**src/rtl/ser_rx_master.sv**
```systemverilog
`timescale 1ns/1ps
module ser_rx_master #(
  parameter int WORD_W = 8
) (
  input  logic              clk,
  input  logic              rst_n,
  input  logic [1:0]        reg_addr,
  input  logic              reg_wr,
  input  logic              reg_rd,
  input  logic [WORD_W-1:0] reg_wdata,
  output logic [WORD_W-1:0] reg_rdata,
  output logic              sclk_o,
  input  logic              sdi_i,
  output logic              rx_done_irq
);
  localparam int CNT_W = $clog2(WORD_W);
  localparam logic [1:0] A_CTRL = 2'd0;
  localparam logic [1:0] A_STAT = 2'd1;
  localparam logic [1:0] A_RX   = 2'd2;

  logic [2:0]        ctrl_q;
  logic              busy_q, sclk_q, ovr_q, unread_q, irq_q;
  logic [CNT_W-1:0]  cnt_q;
  logic [WORD_W-1:0] sh_q, rx_q;

  wire rx_rd  = reg_rd && (reg_addr == A_RX);
  wire start  = rx_rd && ctrl_q[0] && ctrl_q[1] && !busy_q;
  wire rise   = busy_q && !sclk_q;
  wire last   = rise && (cnt_q == CNT_W'(WORD_W-1));
  wire [WORD_W-1:0] next_sh = {sh_q[WORD_W-2:0], sdi_i};
  wire unused_wdata = ^reg_wdata[WORD_W-1:3];

  assign sclk_o      = sclk_q;
  assign rx_done_irq = irq_q;

  always_comb begin
    case (reg_addr)
      A_CTRL:  reg_rdata = WORD_W'(ctrl_q);
      A_STAT:  reg_rdata = WORD_W'({ovr_q, busy_q});
      A_RX:    reg_rdata = rx_q;
      default: reg_rdata = '0;
    endcase
  end

  always_ff @(posedge clk or negedge rst_n) begin
    if (!rst_n) begin
      ctrl_q   <= '0;
      busy_q   <= 1'b0;
      sclk_q   <= 1'b1;
      ovr_q    <= 1'b0;
      unread_q <= 1'b0;
      irq_q    <= 1'b0;
      cnt_q    <= '0;
      sh_q     <= '0;
      rx_q     <= '0;
    end else begin
      irq_q <= last;
      if (reg_wr && reg_addr == A_CTRL) ctrl_q <= reg_wdata[2:0];
      if (start) begin
        busy_q <= 1'b1;
        sclk_q <= 1'b1;
        cnt_q  <= '0;
      end else if (busy_q) begin
        sclk_q <= ~sclk_q;
        if (rise) begin
          sh_q  <= next_sh;
          cnt_q <= cnt_q + 1'b1;
        end
        if (last) begin
          rx_q   <= next_sh;
          cnt_q  <= '0;
          busy_q <= ctrl_q[2];
        end
      end
      if (last) unread_q <= 1'b1;
      else if (rx_rd) unread_q <= 1'b0;
      if (last && unread_q && !rx_rd) ovr_q <= 1'b1;
      else if (reg_wr && reg_addr == A_STAT && !reg_wdata[1]) ovr_q <= 1'b0;
    end
  end

  p_start_r2: assert property (@(posedge clk) disable iff (!rst_n)
    (reg_rd && reg_addr == A_RX && ctrl_q[0] && ctrl_q[1] && !busy_q) |=> busy_q);
  p_idle_high_r3: assert property (@(posedge clk) disable iff (!rst_n)
    !busy_q |-> sclk_o);
  p_toggle_r3: assert property (@(posedge clk) disable iff (!rst_n)
    (busy_q && $past(busy_q)) |-> (sclk_o != $past(sclk_o)));
  p_done_high_r4: assert property (@(posedge clk) disable iff (!rst_n)
    rx_done_irq |-> sclk_o);
  p_irq_pulse_r5: assert property (@(posedge clk) disable iff (!rst_n)
    rx_done_irq |=> !rx_done_irq);
  p_cont_r6: assert property (@(posedge clk) disable iff (!rst_n)
    rx_done_irq |-> (busy_q == $past(ctrl_q[2])));
  p_ovr_sticky_r8: assert property (@(posedge clk) disable iff (!rst_n)
    (ovr_q && !(reg_wr && reg_addr == A_STAT && !reg_wdata[1])) |=> ovr_q);
endmodule

```
**config.mk**
```make
export PLATFORM = sky130hd
export DESIGN_NAME = ser_rx_master
export DESIGN_NICKNAME = d
export VERILOG_FILES = /design/src/rtl/ser_rx_master.sv
export SDC_FILE = /design/constraint.sdc
export NUM_CORES = 1
export LEC_CHECK = 0
export CAP_MARGIN = 20
export CORE_ASPECT_RATIO = 0.8
export CORE_MARGIN = 5
export CORE_UTILIZATION = 40
export CTS_BUF_LIST = sky130_fd_sc_hd__clkbuf_8 sky130_fd_sc_hd__clkbuf_16
export CTS_CLUSTER_SIZE = 40
export DETAILED_ROUTE_END_ITERATION = 8
export GPL_ROUTABILITY_DRIVEN = 0
export PLACE_DENSITY = 0.72
export SLEW_MARGIN = 25
export SYNTH_ARGS = -nofsm -noshare
export SYNTH_HDL_FRONTEND = slang
export SYNTH_SLANG_ARGS = --single-unit
```
**constraint.sdc**
```tcl
create_clock -name clk -period 1.5 [get_ports clk]
set_input_delay 0.3 -clock clk [delete_from_list [all_inputs] [get_ports clk]]
set_output_delay 0.3 -clock clk [all_outputs]
set_load 0.1 [all_outputs]
```
==> results.ini <==
[run_status]
outcome=completed

[placement]
dp_hpwl_um=1770
portBuffers=19
place_inst=170

[clocking]
cts_root_buf=clkbuf_8
hold_buffers=0
cts_tree=yes
htree_num_levels=1
clkLatencyLatePin_ns=0.26
cts_buffers=3
cts_buffer_depth=2
clkSinkCount=26
path_clk_slew_ns=0.08

[route]
vias=839
drt-wirelength-per-cell_um=13.6
viasPerCell=4.74
remaining_drc_errors=0
first_pass_iters=5
routed_wl_um=2400
drtIter0Drc=39
postRouteAntennaNets=0

[die]
core.rowCount=17
chipHeight_um=58.3
io_pins=25
die_x_um=70.4
core_um2=2790
initial_core_util_pct=41.9
die-area_um2=4110

[cells_and_area]
final_util_pct=63.9
antenna_cells=0
nNetsFinal=157
layout_commonest_cell=nand2_1
final_cells=177
drive_gt1_share_pct=43.2
multi_input_area_um2=596
fillCellCount=230
seq_area_um2=656
final_cell_mix=nand2_1, dfrtp_1, buf_12, buf_4, mux2_4
area_growth_pct=52.4

[timing]
fin_crit_sh_pct=98.0
tightest_slew_ns=0.320
setup_tns_ns=0
rsz0062_at_grt=true
final_max_slew_viol_count=0
hold_viol_final=0
fin_crit_ns=1.47
fmax_mhz=681
fin_worst_skew_ns=0.00143
slew_headroom_pct=78.5
whs_ns=0.404
setup_viol=0

[critical_path]
crit_buf_inv=1
slowest_delay_ns=0.40
crit_family=flip-flops
reg2reg_depth=5
r2r_setup_slack_ns=0.03
critPathSlowestCell=dfrtp_1
cp-endpoint=cnt_q[0]
end_kind=register
worstSetupStartpoint=cnt_q[0]
crit_path_start_kind=register
path_common_cell=ha_2
reg2reg_from=cnt_q[0]
worstPathMaxFanout=3
crit_type=reg -> reg
path_cells=ha_2 > ha_2 > buf_4 > or3_4 > a21oi_2
cp.depth=5
rr_endpoint=cnt_q[0]
arrival_ns=1.67
cp.required_ns=1.70

[global_routing]
antenna_found_initial=0
grt_pass1_wl_um=4350
grt-ovfl-total=0
grt_usage_pct=13.4
grt_pass1_vias=913
grt_max_degree=27

[logic_synthesis]
ys.flop_type=dfrtp_1
ys_seq_area_share_pct=55.8
synth_top_area_share_pct=53.6
netlist_instances=105
async_reset_ff_share_pct=100
synth-edff-count=0
syn_area_um2=1170
synth_warnings=0
synth_top_cell_by_area=dfrtp_1
synth_area_per_cell_um2=11.1
ys_ff_latch=26
synthTopCellsByArea=dfrtp_1, nand2_1, mux2_4, mux2_2, and2_1
ys_types=23
synth_nets=122

[hold_path]
worstHoldPathType=in -> async

[flow_run]
maxCapViolCount=0

[power]
p_leak_nw=0.849
irDropWorstVdd_mv=1.51
power_mw=3.01
powerDensity_nw_per_um2=1690

## state kept, by name, indices dropped and copies added (netlist names)
signal	count
cnt_q	3
sh_q	7
ovr_q	1
busy_q	1
rx_q	8
unread_q	1
rx_done_irq	1
sclk_o	1
ctrl_q	3
## worst reg2reg max path, cell delays in order, from the launching register on
cell and delay, ns:
dfrtp_1 0.40, ha_2 0.19, ha_2 0.18, buf_4 0.14
or3_4 0.38, a21oi_2 0.12
## metrics by stage
step,setup WS [ns],cell area [um^2]
after floorplan,-0.148,1210
after global placement,-0.327,1630
final,0.0305,1780
after global routing,-0.0129,1780
after detailed placement,-0.331,1630
after CTS,0.0147,1760
## metal layers
layer,part of all wire [%],global-route usage (%),vias up
met5,0,0,-
met4,0,2.46,0
met3,4.5,4.44,0
met2,53,25.3,14
met1,43,15.0,416
li1,-,-,409
## cell usage after synthesis (all sizes together) (2+ instances only)
library cell	n
a21oi	3
and2	5
buf	3
dfrtp	25
ha	2
mux2	11
mux2i	3
nand2	30
nand2b	3
nand3b	3
nor2	3
nor2b	2
o21ai	4
or3	2
## logic make-up (layout without fill, tap and decap cells)
| logic type | Yosys count | in the layout | share of synthesized area (%) |
|---|---|---|---|
| AOI/OAI and AO/OA | 8 | 8 | 3.75 |
| adders and majority gates | 2 | 2 | 2.14 |
| buffers and inverters | 5 | 39 | 2.46 |
| DFF | 26 | 26 | 55.8 |
| muxes | 14 | 14 | 15.1 |
| and+or+nand+nor | 50 | 50 | 20.7 |
## worst min-delay path by stage
stage | cells after the start | slack [ns] | endpoint
2_1_floorplan | 0 | 0.004 | busy_q
3_3_place_gp | 2 | 0.45 | unread_q
3_5_place_dp | 2 | 0.45 | unread_q
4_1_cts | 2 | 0.42 | cnt_q[2]
5_1_grt | 2 | 0.43 | rx_q[5]
6_report | 2 | 0.40 | rx_q[0]
## power breakdown
| part | switching [mW] | internal (mW) | total [mW] |
|---|---|---|---|
| Combinational | 0.755 | 0.678 | 1.43 |
| Clock | 0.200 | 0.234 | 0.434 |
| Sequential | 0.175 | 0.964 | 1.14 |
## cell type report
class / instances / share of cell area (%)
multi-input cells: 74 / 33.5
inverters: 1 / 0.211
flip-flops and latches: 26 / 36.8
clock buffers: 4 / 3.09
repair buffers: 34 / 23.7
well taps: 38 / 2.67
## timing repair
item,in CTS,in global routing
gates cloned,0,0
pin swaps,2,2
resized for setup,19,4
setup buffers,2,1
endpoints found under the setup margin,10,10
No activity file was read; power rests on OpenSTA's default activity.
